**config.mk**
```make
export PLATFORM = sky130hd
export DESIGN_NAME = mux_rd_seq
export DESIGN_NICKNAME = d
export VERILOG_FILES = /design/src/rtl/mux_rd_seq_pkg.sv /design/src/rtl/mux_rd_seq_tick.sv /design/src/rtl/mux_rd_seq_fsm.sv /design/src/rtl/mux_rd_seq_pins.sv /design/src/rtl/mux_rd_seq.sv
export SDC_FILE = /design/constraint.sdc
export NUM_CORES = 1
export LEC_CHECK = 0
export ABC_AREA = 1
export BUFFER_PORTS_ARGS = -buffer_cell sky130_fd_sc_hd__clkbuf_2
export CORE_MARGIN = 5
export CORE_UTILIZATION = 30
export DETAILED_ROUTE_END_ITERATION = 7
export GPL_TIMING_DRIVEN = 1
export PLACE_DENSITY = 0.62
export SLEW_MARGIN = 15
export SYNTH_ARGS = -nofsm -noshare
export SYNTH_HDL_FRONTEND = slang
export SYNTH_SLANG_ARGS = --single-unit
```
**constraint.sdc**
```tcl
create_clock -name clk -period 2.25 [get_ports clk]
set_clock_uncertainty 0.05 [all_clocks]
set_input_delay 0.3375 -clock clk [delete_from_list [all_inputs] [get_ports clk]]
set_output_delay 0.3375 -clock clk [all_outputs]
set_load 0.01 [all_outputs]
```
**src/rtl/mux_rd_seq_pkg.sv**
```systemverilog
package mux_rd_seq_pkg;

    typedef enum logic [2:0] {
        PH_IDLE   = 3'd0,
        PH_LATCH  = 3'd1,
        PH_KEEP   = 3'd2,
        PH_TURN   = 3'd3,
        PH_STROBE = 3'd4,
        PH_RECOV  = 3'd5
    } phase_e;

endpackage

```
**src/rtl/mux_rd_seq_tick.sv**
```systemverilog
module mux_rd_seq_tick #(
    parameter int DIV = 2
) (
    input  logic clk,
    input  logic rst_n,
    input  logic restart,
    output logic tick
);
    localparam int DW = (DIV > 1) ? $clog2(DIV) : 1;
    localparam logic [DW-1:0] LAST = DW'(DIV - 1);

    logic [DW-1:0] div_d, div_q;

    always_comb begin
        if (restart)           div_d = '0;
        else if (div_q == LAST) div_d = '0;
        else                   div_d = div_q + 1'b1;
    end

    always_ff @(posedge clk or negedge rst_n) begin
        if (!rst_n) div_q <= '0;
        else        div_q <= div_d;
    end

    assign tick = (div_q == LAST) && !restart;

    // ticks never come on consecutive clocks when the divider is at least 2
    assert_tick_spacing_R2: assert property (@(posedge clk) disable iff (!rst_n)
        (DIV > 1 && tick) |=> !tick);
endmodule

```
**src/rtl/mux_rd_seq_fsm.sv**
```systemverilog
module mux_rd_seq_fsm
    import mux_rd_seq_pkg::*;
#(
    parameter int ADDR_W      = 16,
    parameter int DATA_W      = 8,
    parameter int DCYC_W      = 5,
    parameter int LATCH_TICKS = 2,
    parameter int FLASH_TICKS = 7
) (
    input  logic              clk,
    input  logic              rst_n,
    input  logic              tick,
    input  logic              req_valid,
    input  logic [ADDR_W-1:0] req_addr,
    input  logic [DCYC_W-1:0] req_dcyc,
    input  logic              req_hold,
    input  logic              req_flash,
    input  logic              req_ale_low,
    input  logic [DATA_W-1:0] ad_in,
    output logic              accept,
    output phase_e            phase,
    output logic [DCYC_W:0]   cnt,
    output logic [DCYC_W:0]   flash_len,
    output logic [ADDR_W-1:0] addr,
    output logic              pol_low,
    output logic              done,
    output logic [DATA_W-1:0] rd_data
);
    localparam int CNT_W = DCYC_W + 1;

    typedef struct packed {
        phase_e              ph;
        logic [CNT_W-1:0]    cnt;
        logic [ADDR_W-1:0]   addr;
        logic [CNT_W-1:0]    dlen;
        logic                hold;
        logic                flash;
        logic                pol;
        logic [DATA_W-1:0]   data;
        logic                done;
    } seq_t;

    seq_t s_d, s_q;
    logic [CNT_W-1:0] rlen;
    logic [CNT_W-1:0] flen;

    assign flen = s_q.flash ? CNT_W'(FLASH_TICKS) : '0;
    assign rlen = flen + CNT_W'(s_q.hold);
    assign accept = (s_q.ph == PH_IDLE) && req_valid;

    always_comb begin
        s_d      = s_q;
        s_d.done = 1'b0;
        if (accept) begin
            s_d.ph    = PH_LATCH;
            s_d.cnt   = CNT_W'(LATCH_TICKS - 1);
            s_d.addr  = req_addr;
            s_d.dlen  = (req_dcyc == '0) ? CNT_W'(1) : CNT_W'(req_dcyc);
            s_d.hold  = req_hold;
            s_d.flash = req_flash;
            s_d.pol   = req_ale_low;
        end else if (tick && s_q.ph != PH_IDLE) begin
            if (s_q.cnt != '0) begin
                s_d.cnt = s_q.cnt - 1'b1;
            end else begin
                unique case (s_q.ph)
                    PH_LATCH: begin
                        s_d.ph  = PH_KEEP;
                        s_d.cnt = '0;
                    end
                    PH_KEEP: begin
                        s_d.ph  = PH_TURN;
                        s_d.cnt = '0;
                    end
                    PH_TURN: begin
                        s_d.ph  = PH_STROBE;
                        s_d.cnt = s_q.dlen - 1'b1;
                    end
                    PH_STROBE: begin
                        s_d.data = ad_in;
                        s_d.done = 1'b1;
                        if (rlen == '0) begin
                            s_d.ph = PH_IDLE;
                        end else begin
                            s_d.ph  = PH_RECOV;
                            s_d.cnt = rlen - 1'b1;
                        end
                    end
                    default: s_d.ph = PH_IDLE;
                endcase
            end
        end
    end

    always_ff @(posedge clk or negedge rst_n) begin
        if (!rst_n) begin
            s_q <= '{ph: PH_IDLE, cnt: '0, addr: '0, dlen: CNT_W'(1), hold: 1'b0,
                     flash: 1'b0, pol: 1'b0, data: '0, done: 1'b0};
        end else begin
            s_q <= s_d;
        end
    end

    assign phase     = s_q.ph;
    assign cnt       = s_q.cnt;
    assign flash_len = flen;
    assign addr      = s_q.addr;
    assign pol_low   = s_q.pol;
    assign done      = s_q.done;
    assign rd_data   = s_q.data;

    // a request while a cycle runs must not disturb the latched address
    assert_busy_ignore_R8: assert property (@(posedge clk) disable iff (!rst_n)
        (s_q.ph != PH_IDLE && req_valid) |=> $stable(s_q.addr));
    // done lasts exactly one clock
    assert_done_pulse_R6: assert property (@(posedge clk) disable iff (!rst_n)
        s_q.done |=> !s_q.done);
    // the strobe phase always spans more than one clock
    assert_strobe_min_R5: assert property (@(posedge clk) disable iff (!rst_n)
        (s_q.ph == PH_STROBE && $past(s_q.ph) != PH_STROBE) |=> s_q.ph == PH_STROBE);
    // done only follows the end of a strobe
    assert_done_after_strobe_R6: assert property (@(posedge clk) disable iff (!rst_n)
        $rose(s_q.done) |-> $past(s_q.ph) == PH_STROBE);
endmodule

```
**src/rtl/mux_rd_seq_pins.sv**
```systemverilog
module mux_rd_seq_pins
    import mux_rd_seq_pkg::*;
#(
    parameter int ADDR_W = 16,
    parameter int DATA_W = 8,
    parameter int DCYC_W = 5
) (
    input  logic              clk,
    input  logic              rst_n,
    input  phase_e            phase,
    input  logic [DCYC_W:0]   cnt,
    input  logic [DCYC_W:0]   flash_len,
    input  logic [ADDR_W-1:0] addr,
    input  logic              pol_low,
    output logic              ale,
    output logic              rd_n,
    output logic              wr_n,
    output logic [ADDR_W-1:0] ad_out,
    output logic              ad_oe_hi,
    output logic              ad_oe_lo
);
    localparam int HI_W = ADDR_W - DATA_W;

    logic latch_on, lo_on, hi_on;

    always_comb begin
        latch_on = (phase == PH_LATCH);
        lo_on    = (phase == PH_LATCH) || (phase == PH_KEEP);
        hi_on    = lo_on || (phase == PH_TURN) || (phase == PH_STROBE) ||
                   ((phase == PH_RECOV) && (cnt >= flash_len));
    end

    assign ale      = latch_on ^ pol_low;
    assign rd_n     = (phase != PH_STROBE);
    assign wr_n     = 1'b1;
    assign ad_oe_lo = lo_on;
    assign ad_oe_hi = hi_on;
    assign ad_out   = {hi_on ? addr[ADDR_W-1:DATA_W] : {HI_W{1'b0}},
                       lo_on ? addr[DATA_W-1:0]      : {DATA_W{1'b0}}};

    // the low lane is never driven while the memory returns data
    assert_lane_turn_R4: assert property (@(posedge clk) disable iff (!rst_n)
        !rd_n |-> (!ad_oe_lo && ad_oe_hi));
    // latch strobe and read strobe are never active together
    assert_ale_vs_rd_R2: assert property (@(posedge clk) disable iff (!rst_n)
        (ale != pol_low) |-> rd_n);
endmodule

```
**src/rtl/mux_rd_seq.sv**
```systemverilog
module mux_rd_seq
    import mux_rd_seq_pkg::*;
#(
    parameter int ADDR_W      = 16,
    parameter int DATA_W      = 8,
    parameter int DCYC_W      = 5,
    parameter int CLK_DIV     = 2,
    parameter int LATCH_TICKS = 2,
    parameter int FLASH_TICKS = 7
) (
    input  logic              clk,
    input  logic              rst_n,
    input  logic              req_valid,
    input  logic [ADDR_W-1:0] req_addr,
    input  logic [DCYC_W-1:0] req_dcyc,
    input  logic              req_hold,
    input  logic              req_flash,
    input  logic              req_ale_low,
    input  logic [DATA_W-1:0] ad_in,
    output logic              busy,
    output logic              done,
    output logic [DATA_W-1:0] rd_data,
    output logic              ale,
    output logic              rd_n,
    output logic              wr_n,
    output logic [ADDR_W-1:0] ad_out,
    output logic              ad_oe_hi,
    output logic              ad_oe_lo
);
    logic              tick, accept, pol_low;
    phase_e            phase;
    logic [DCYC_W:0]   cnt, flash_len;
    logic [ADDR_W-1:0] addr;

    mux_rd_seq_tick #(.DIV(CLK_DIV)) tick_i (
        .clk(clk), .rst_n(rst_n), .restart(accept), .tick(tick)
    );

    mux_rd_seq_fsm #(
        .ADDR_W(ADDR_W), .DATA_W(DATA_W), .DCYC_W(DCYC_W),
        .LATCH_TICKS(LATCH_TICKS), .FLASH_TICKS(FLASH_TICKS)
    ) fsm_i (
        .clk(clk), .rst_n(rst_n), .tick(tick), .req_valid(req_valid),
        .req_addr(req_addr), .req_dcyc(req_dcyc), .req_hold(req_hold),
        .req_flash(req_flash), .req_ale_low(req_ale_low), .ad_in(ad_in),
        .accept(accept), .phase(phase), .cnt(cnt), .flash_len(flash_len),
        .addr(addr), .pol_low(pol_low), .done(done), .rd_data(rd_data)
    );

    mux_rd_seq_pins #(.ADDR_W(ADDR_W), .DATA_W(DATA_W), .DCYC_W(DCYC_W)) pins_i (
        .clk(clk), .rst_n(rst_n), .phase(phase), .cnt(cnt), .flash_len(flash_len),
        .addr(addr), .pol_low(pol_low), .ale(ale), .rd_n(rd_n), .wr_n(wr_n),
        .ad_out(ad_out), .ad_oe_hi(ad_oe_hi), .ad_oe_lo(ad_oe_lo)
    );

    assign busy = (phase != PH_IDLE);

    // busy never drops while the read strobe is low
    assert_busy_cover_R8: assert property (@(posedge clk) disable iff (!rst_n)
        !rd_n |-> busy);
endmodule

```
Word level (Yosys, flattened, before mapping) --
Index checks and enable logic that the tools add are counted.
Word-level totals: output and inout bits 31, bits of input ports 35, register bits after elaboration 44, word-level logic and storage cells 65
Cells by class: reduce and logical (&&, ||, !) cells 20, eq/ne operators 8, bitwise logic cells 3, add/sub/neg operators 5, muxes and demuxes 18, $lt $le $gt $ge 1
Operator list (number):
- 9-bit 2-to-1 mux | 2
- 6-bit one-hot mux with 3 select lines | 1
- 6-bit by 1-bit subtractor with 6-bit output (second input constant) | 3
- 8-bit 2-to-1 mux | 2
- 6-bit 2-to-1 mux | 2
- 3-bit one-hot mux with 4 select lines | 1
- 3-bit 2-to-1 mux | 3
- 6-bit by 1-bit adder with 6-bit output | 1
- 3-bit by 2-bit == test with 1-bit output (second input constant) | 2
- 3-bit == test (second input constant) | 2
- 6-bit by 3-bit >= comparator with 1-bit output | 1
- 6-bit logical NOT | 1
- 1-bit 2-to-1 mux | 6
- 6-bit nonzero test | 1
- 5-bit logical NOT | 1
- 5-bit 2-to-1 mux | 1
- 5-bit nonzero test | 1
- 1-bit logical AND | 4
- 1-bit logical OR | 4
- 4-bit by 3-bit inequality test with 1-bit output (second input constant) | 1
- 4-bit AND reduction | 1
- 3-bit by 1-bit == test with 1-bit output (second input constant) | 1
- 3-bit logical NOT | 1
- 3-bit inequality test (second input constant) | 1
- 10 further kinds | 11

Logic depth before layout (Yosys ltp) --
Gate-level depths: netlist (run 1).
depth in word-level cells 8, gate-level depth with buffers 14, gate-level depth less buffers 14

By module --
From an unflattened synthesis (run 1), not the netlist that was laid out.
Second synthesis, totals: cells, all modules 387, area total of the unflattened synthesis 2798.9 um^2
By module, submodules not included:
- mux_rd_seq_fsm | instances 1, sequential area each 1052.3 um^2, area an instance 2362.3 um^2, cells each 301
- mux_rd_seq_pins | instances 1, sequential area each 0.0 um^2, area an instance 386.6 um^2, cells each 79
- mux_rd_seq_tick | instances 1, sequential area each 25.0 um^2, area an instance 38.8 um^2, cells each 4
- mux_rd_seq | instances 1, sequential area each 0.0 um^2, area an instance 11.3 um^2, cells each 3

Worst setup path before layout (run 1) --
No wires, ideal clock.
kind flip-flop to output port, start point reg fsm_i.s_q[10] in the netlist's numbering, end point out ad_out[10], buffers on the path 0, arrival 1.593 ns, cell stages (with the launch flop) 8, slack 0.270 ns, data required time 1.862 ns, path through dfrtp_1 > inv_1 > ha_1 > a21boi_0 > o21ai_0 > a21oi_1 > nand3_1 > a21boi_0
Between the ends: cells in the longest elaborated chain, start to end 5
Ends and longest elaborated chain:
- from (decl) | RTL line mux_rd_seq_fsm.sv:43 | seq_t s_d, s_q;
- from (signal assigned) | RTL line mux_rd_seq_fsm.sv:97 | s_q <= '{ph: PH_IDLE, cnt: '0, addr: '0, dlen: CNT_W'(1), hold: 1'b0,
- 3-bit 2-to-1 mux | RTL line mux_rd_seq_fsm.sv:47 | assign flen = s_q.flash ? CNT_W'(FLASH_TICKS) : '0;
- 6-bit by 3-bit >= comparator with 1-bit output | RTL line mux_rd_seq_pins.sv:30 | ((phase == PH_RECOV) && (cnt >= flash_len));
- 1-bit logical AND | RTL line mux_rd_seq_pins.sv:30
- 1-bit logical OR | RTL line mux_rd_seq_pins.sv:29 | hi_on = lo_on || (phase == PH_TURN) || (phase == PH_STROBE) ||
- 8-bit 2-to-1 mux | RTL line mux_rd_seq_pins.sv:38 | assign ad_out = {hi_on ? addr[ADDR_W-1:DATA_W] : {HI_W{1'b0}},
- to (decl) | RTL line mux_rd_seq.sv:26 | output logic [ADDR_W-1:0] ad_out,
No other way between the ends.

Worst setup path in the final report (run 1) --
start point reg fsm_i.s_q[10] in the netlist's numbering, end point out ad_out[11]
Same word-level chain as after synthesis.

==> metrics.md, run 1 <==
| Metric | Value |
|---|---|
| # IOs | 66 |
| CTS Hold Buffers Added | 0 |
| Number of cells on the critical path | 8 |
| Rows | 32 |
| CTS Buf Count | 5 |
| Switching part of the total | 45.5% |
| Initial Util | 30.9% |
| Flops & latches, synth | 43 |
| Critical path peak fanout | 5 |
| Pin count of the biggest net entering global routing | 26 |
| Final #Nets | 423 |
| Sequential fraction of the synthesis area | 44.9% |
| Worst EP required | 1.86 ns |
| RSZ-0062 raised after global routing | yes |
| Placed insts | 468 |
| Slew @ Worst Pin | 0.640 ns |
| Max frequency | 431 MHz |
| Hold slack | -0.00776 ns |
| # diodes | 0 |
| Placer Congestion | 0.789 |
| Vias | 2152 |
| Initial antenna violation count | 0 |
| Top cell type's share of synthesized area | 43.8% |
| Arrival time worst endpoint | 1.93 ns |
| Startpoint Class | register |
| ANT nets after route | 0 |
| CP Buf/Inv Count | 2 |
| Outcome | finished, violations left |
| Via/cell ratio | 4.46 |
| Synth warnings | 0 |
| GRT overflow | 0 |
| Total core area | 7770 sq um |
| Synth area leader | dfrtp_1 |
| Worst hold path type | in -> async |
| Finished Layout Cells | 482 |
| Setup violators final | 8 |
| Comb pwr share | 55.3% |
| Sum Neg Setup Slack | -0.397 ns |
| First-pass GRT wire length | 10100 microns |
| Maximum VDD drop | 0.616 mV |
| Hold Fails Final Rpt | 11 |
| Final wirelength | 5820 microns |
| Worst path top cell family by delay | compound AO/OA/AOI/OAI gates |
| Crit path kind | reg -> out |
| CTS tree | built |
| PwrDens | 1400 nW/um^2 |
| FF-to-FF path depth | 13 |
| Drt wl/cell | 12.1 microns |
| Post-route DRC | 0 |
| Slew Limit Fails | 0 |
| Root Buffer | clkbuf_8 |
| Cell internal pwr | 2.31 mW |
| FILL cells | 846 |
| Static Leak | 1.61 nW |
| Final WS setup | -0.0682 ns |
| Failing checks | negative hold slack, negative setup slack |
| Tot Pwr | 4.24 mW |
| Clock period minus worst slack | 2.32 ns |
| Vias in the first global route | 2256 |
| Worst path slowest cell | dfrtp_1 |
| HPWL after detailed placement | 4250 microns |
| Synthesized instance count | 312 |
| DRT iter0 DRCs | 96 |
| Die footprint | 9890 sq um |
| Clk slew on worst S/H paths | 0.09 ns |
| Clock sinks | 43 |
| Die width | 99.4 microns |
| Flop pwr share | 31.6% |
| Drt pass-1 iters | 4 |
| Rel. slew slack | 57.3% |
| Worst path cell trace | ha_1, inv_1, a21boi_2, o21ai_2, a21oi_4, nand3_4, a21boi_2, buf_2 |
| H-Tree Level Count | 2 |
| Post-synthesis cell type count | 34 |
| Area grow syn2layout | 26.3% |
| Height of the chip | 99.4 microns |
| Psw | 1.93 mW |
| Syn_area_per_cell | 7.69 sq um |
| Layout cells sized above 1 | 31.3% |
| # port buffers | 64 |
| Part of the cycle the worst path needs | 103% |
| Clock Path Buffers | 2 |
| Synthesized Nets | 356 |
| Overall Global Routing Usage | 12.5% |
| Worst-Skew Late Latency | 0.30 ns |
| CP dominant cell by count | a21boi_2 |
| Critical Path Max Stage Delay | 0.42 ns |
| Top post-synthesis cells by area | dfrtp_1, nand2_1, inv_1 |
| Clock power share | 13.1% |
| CP endpoint kind | output pin |
| Max Cap Viol | 0 |
| Netlist Area Pre-Place | 2400 sq um |
==> sequential cells by signal (all words and copies together) (netlist names) <==
register and cells:
fsm_i.addr 16, fsm_i.rd_data 8, fsm_i.s_q 7, fsm_i.cnt 6, fsm_i.phase 3, fsm_i.done 1
fsm_i.pol_low 1, tick_i.div_q 1
==> final timing paths <==
| kind | from | endpoint | slack (ns) |
|---|---|---|---|
| worst max-delay path | fsm_i.s_q[10] | ad_out[11] | -0.07 |
| worst min-delay path | rst_n | fsm_i.s_q[15] | -0.008 |
| worst max register to register | fsm_i.s_q[10] | fsm_i.cnt[4] | 0.19 |
| worst min register to register | fsm_i.addr[9] | fsm_i.addr[9] | 0.44 |
| max in group asynchronous | rst_n | fsm_i.cnt[3] | 1.55 |
| min in group clk | req_addr[9] | fsm_i.addr[9] | 0.18 |
==> metal layers <==
metal / vias to the layer above / wire, microns / track usage (%)
li1: 1096 / - / -
met1: 997 / 2770 / 15.7
met2: 51 / 2680 / 20.8
met3: 8 / 288 / 3.16
met4: 0 / 74 / 4.52
met5: - / 0 / 0
==> cell families after synthesis <==
family          count (synthesis)  synth area share [%]
simple gates                  161                  28.7
buf+inv                        55                  10.5
flops                          43                  44.9
compound gates                 39                  9.65
fa+ha+maj                       9                  4.69
xor+xnor                        4                  1.46
other cells                     1                 0.156
==> power groups by stage <==
stage,sequential [mW],combinational [mW],clock [mW]
3_5_place_dp,1.34,2.03,0
4_1_cts,1.33,2.20,0.587
6_report,1.34,2.35,0.557
2_1_floorplan,1.28,1.49,0
3_3_place_gp,1.32,1.99,0
5_1_grt,1.38,2.68,0.613
==> cell usage in the layout (no fill, tap or decap), types with 2 or more instances in the layout <==
master	Yosys	routed
a21boi_1	0	2
a21boi_2	0	7
a21oi_1	5	4
buf_2	2	9
buf_4	11	10
clkbuf_2	0	55
clkbuf_8	0	7
dfrtp_1	42	42
ha_1	9	6
ha_4	0	2
inv_1	33	30
inv_2	5	8
nand2_1	107	106
nand2_2	3	4
nand2_4	2	2
nand3_1	16	15
nand3_4	0	2
nor2_1	24	23
nor2_2	1	2
nor2_4	2	2
o21ai_0	19	18
o21ai_1	2	2
xnor2_1	2	2
xor2_1	2	2
==> metrics by stage <==
stage / setup WS [ns] / util [%] / hold WS [ns] / cell area [sq um]
2_1_floorplan: 0.270 / - / -0.00809 / 2400
3_3_place_gp: 0.0575 / 35.9 / 0.337 / 2790
3_5_place_dp: -0.00860 / 35.9 / 0.345 / 2790
4_1_cts: -0.134 / 38.1 / 0.00766 / 2960
5_1_grt: -0.231 / 39.0 / 0.0381 / 3030
6_report: -0.0682 / 39.0 / -0.00776 / 3030
==> cell usage after synthesis <==
| library cell | number |
|---|---|
| nand2_1 | 107 |
| dfrtp_1 | 42 |
| inv_1 | 33 |
| nor2_1 | 24 |
| o21ai_0 | 19 |
| nand3_1 | 16 |
| buf_4 | 11 |
| a21boi_0 | 9 |
| ha_1 | 9 |
| a21oi_1 | 5 |
| inv_2 | 5 |
| nand2_2 | 3 |
| buf_2 | 2 |
| clkbuf_1 | 2 |
| nand2_4 | 2 |
| nor2_4 | 2 |
| o21ai_1 | 2 |
| xnor2_1 | 2 |
| xor2_1 | 2 |
| a21oi_2 | 1 |
| a32oi_1 | 1 |
| clkinv_1 | 1 |
| clkinv_2 | 1 |
| conb_1 | 1 |
| dfstp_2 | 1 |
| nand2b_2 | 1 |
| nand3b_1 | 1 |
| nand4_1 | 1 |
| nand4_2 | 1 |
| nor2_2 | 1 |
| nor3_1 | 1 |
| o211ai_1 | 1 |
| o41ai_1 | 1 |
| or2_1 | 1 |
==> final cells by class <==
class | instances | area (sq um) | share of cell area, %
timing repair buffer | 74 | 395 | 13.0
inverter | 40 | 151 | 5.00
clock buffer | 7 | 96.3 | 3.18
sequential | 43 | 1080 | 35.5
clock inverter | 1 | 7.51 | 0.248
multi-input combinational | 215 | 1170 | 38.8
tap | 102 | 128 | 4.21
==> what timing repair did <==
| item | 4_1_cts | 5_1_grt |
|---|---|---|
| cloned | 1 | 0 |
| gates resized for setup | 16 | 25 |
| pin swaps | 9 | 10 |
| setup buffers | 5 | 0 |
| endpoints found under the setup margin | 9 | 10 |
(Power assumes the default switching activity.)
==> run 2: changes to the inputs <==
--- a/config.mk
+++ b/config.mk
@@ -12,6 +12,7 @@
 export DETAILED_ROUTE_END_ITERATION = 7
 export GPL_TIMING_DRIVEN = 1
 export PLACE_DENSITY = 0.62
+export RECOVER_POWER = 50
 export SLEW_MARGIN = 15
 export SYNTH_ARGS = -nofsm -noshare
 export SYNTH_HDL_FRONTEND = slang
==> run 2 against run 1 <==
  * The run ends with negative setup slack left
  * Flip-flop and latch count stayed put
  * Final cell count unchanged
  * Sequential share of layout area grew 0.24 points
  * Non-clock buffer count unchanged
  * Worst hold slack better by 0.19 ns
  * Critical endpoint unchanged
==> metrics.md, run 2 (same netlist as run 1, synthesis figures left out) <==
| Metric | Value |
|---|---|
| CTS Hold Buffers Added | 0 (unchanged) |
| Clock sinks | 43 (unchanged) |
| Overall Global Routing Usage | 12.5% (unchanged) |
| Die width | 99.4 microns (unchanged) |
| Vias | 2147 (-0.23%) |
| Sum Neg Setup Slack | -0.411 ns (-0.0146 ns) |
| Part of the cycle the worst path needs | 103% (about the same) |
| HPWL after detailed placement | 4250 microns (unchanged) |
| PwrDens | 1410 nW/um^2 (+0.34%) |
| Outcome | finished, violations left |
| Worst EP required | 1.86 ns (about the same) |
| FF-to-FF End | fsm_i.cnt[4] |
| Maximum VDD drop | 0.616 mV (about the same) |
| Drt pass-1 iters | 4 (unchanged) |
| Clock period minus worst slack | 2.32 ns (+0.00215 ns) |
| Reg2Reg Setup Slack | 0.19 ns (about the same) |
| FF-to-FF path depth | 13 (unchanged) |
| Rel. slew slack | 10.1% (-47 points) |
| Slew Limit Fails | 0 (unchanged) |
| Static Leak | 1.57 nW (-2.0%) |
| Startpoint Class | register |
| Critical path peak fanout | 5 (unchanged) |
| Post-route DRC | 0 (unchanged) |
| Finished Layout Cells | 482 (unchanged) |
| Most common cell after layout, fill and taps aside | nand2_1 |
| Max Cap Viol | 0 (unchanged) |
| CTS Buf Count | 5 (unchanged) |
| Clk slew on worst S/H paths | 0.09 ns (about the same) |
| Dpl ws | -0.00860 ns (unchanged) |
| Hold slack | 0.180 ns (+0.188 ns) |
| Crit path kind | reg -> out |
| Total core area | 7770 sq um (unchanged) |
| Drt wl/cell | 12.0 microns (-0.19%) |
| Tot Pwr | 4.23 mW (-0.32%) |
| Die footprint | 9890 sq um (unchanged) |
| Arrival time worst endpoint | 1.93 ns (about the same) |
| Hold Path Origin | req_addr[9] |
| Final #Nets | 423 (unchanged) |
| CTS tree | built |
| Worst-Skew Late Latency | 0.30 ns (about the same) |
| Vias in the first global route | 2256 (unchanged) |
| Worst r2r src | fsm_i.s_q[10] |
| Post-route design area | 3010 sq um (-0.66%) |
| Placer Congestion | 0.789 (unchanged) |
| Max frequency | 431 MHz (about the same) |
| # IOs | 66 (unchanged) |
| Placed insts | 468 (unchanged) |
| GRT overflow | 0 (unchanged) |
| First-pass GRT wire length | 10100 microns (unchanged) |
| DRT iter0 DRCs | 94 (-2.1%) |
| Final WS setup | -0.0704 ns (-0.00215 ns) |
| Setup violators final | 8 (unchanged) |
| Area grow syn2layout | 25.4% |
| Clock Path Buffers | 2 (unchanged) |
| Placement Cell Area | 2790 sq um (unchanged) |
| Rows | 32 (unchanged) |
| # port buffers | 64 (unchanged) |
| Hold Fails Final Rpt | 0 (-11) |
| Via/cell ratio | 4.45 (-0.23%) |
| Initial Util | 30.9% (unchanged) |
| RSZ-0062 raised after global routing | yes |
| CP endpoint kind | output pin |
| H-Tree Level Count | 2 (unchanged) |
| Height of the chip | 99.4 microns (unchanged) |
| FILL cells | 848 (+0.24%) |
| # diodes | 0 (unchanged) |
| Largest register FFs | 16 (unchanged) |
| Initial antenna violation count | 0 (unchanged) |
| Root Buffer | clkbuf_8 |
| Hold endpoint | fsm_i.addr[9] |
| Failing checks | negative setup slack |
| Final Core Density | 38.8% (-0.26 points) |
| Layout cells sized above 1 | 27.9% (-3.4 points) |
| Worst hold path type | in -> reg |
| Pin count of the biggest net entering global routing | 26 (unchanged) |
| Slew @ Worst Pin | 1.35 ns (+0.708 ns) |
| Most frequent cells in the layout | nand2_1, clkbuf_2, dfrtp_1 |
| ANT nets after route | 0 (unchanged) |
| Final wirelength | 5800 microns (-0.19%) |
| Cells on Worst Hold Path | 3 |
[run 2: cell types whose count changed in the layout (fill, tap and decap cells not counted), sizes merged]
cell,before,now
clkbuf,62,64
buf,19,17
[run 2: worst max path at each step]
stage / start / slack, ns / depth (start not counted) / endpoint
finish: fsm_i.s_q[10] / -0.07 / 8 / ad_out[11]
global route: fsm_i.s_q[10] / -0.23 / 8 / ad_out[11]
CTS: fsm_i.s_q[10] / -0.13 / 8 / ad_out[10]
detailed placement: fsm_i.s_q[10] / -0.009 / 8 / ad_out[9]
global placement: fsm_i.s_q[10] / 0.06 / 8 / ad_out[10]
floorplan: fsm_i.s_q[10] / 0.27 / 7 / ad_out[10]
[run 2: worst max-delay path, stage by stage, from the launching register on]
cell and delay, ns:
dfrtp_1 0.42, ha_1 0.30, inv_1 0.05, a21boi_2 0.12, o21ai_2 0.08, a21oi_4 0.21, nand3_4 0.16, a21boi_2 0.15
buf_2 0.13
[run 2: routing by layer]
| layer | wire, microns | share of wire (%) | global-route usage (%) |
|---|---|---|---|
| met4 | 69 | 1.2 | 4.52 |
| met2 | 2660 | 46 | 20.8 |
| met1 | 2760 | 48 | 15.7 |
| met5 | 0 | 0 | 0 |
| met3 | 312 | 5.4 | 3.16 |
[run 2: cell type report]
cell class	instances	area (sq um)	share of cell area (%)
Inverter	40	151	5.03
Clock inverter	1	7.51	0.249
Multi-Input combinational cell	215	1170	39.0
Tap cell	102	128	4.24
Clock buffer	7	96.3	3.20
Sequential cell	43	1080	35.8
Timing Repair Buffer	74	375	12.5
[run 2: timing repair]
item                       in CTS  in global routing
gates resized for setup        16                 25
setup endpoints to repair       9                 10
cloned                          1                  0
setup buffers                   5                  0
pin swaps                       9                 10
[run 2: report_power, final]
part | total, mW | leakage (nW) | internal, mW | switching [mW]
clock network | 0.557 | 0.0505 | 0.280 | 0.278
logic | 2.33 | 1.01 | 0.909 | 1.42
registers | 1.34 | 0.510 | 1.11 | 0.229
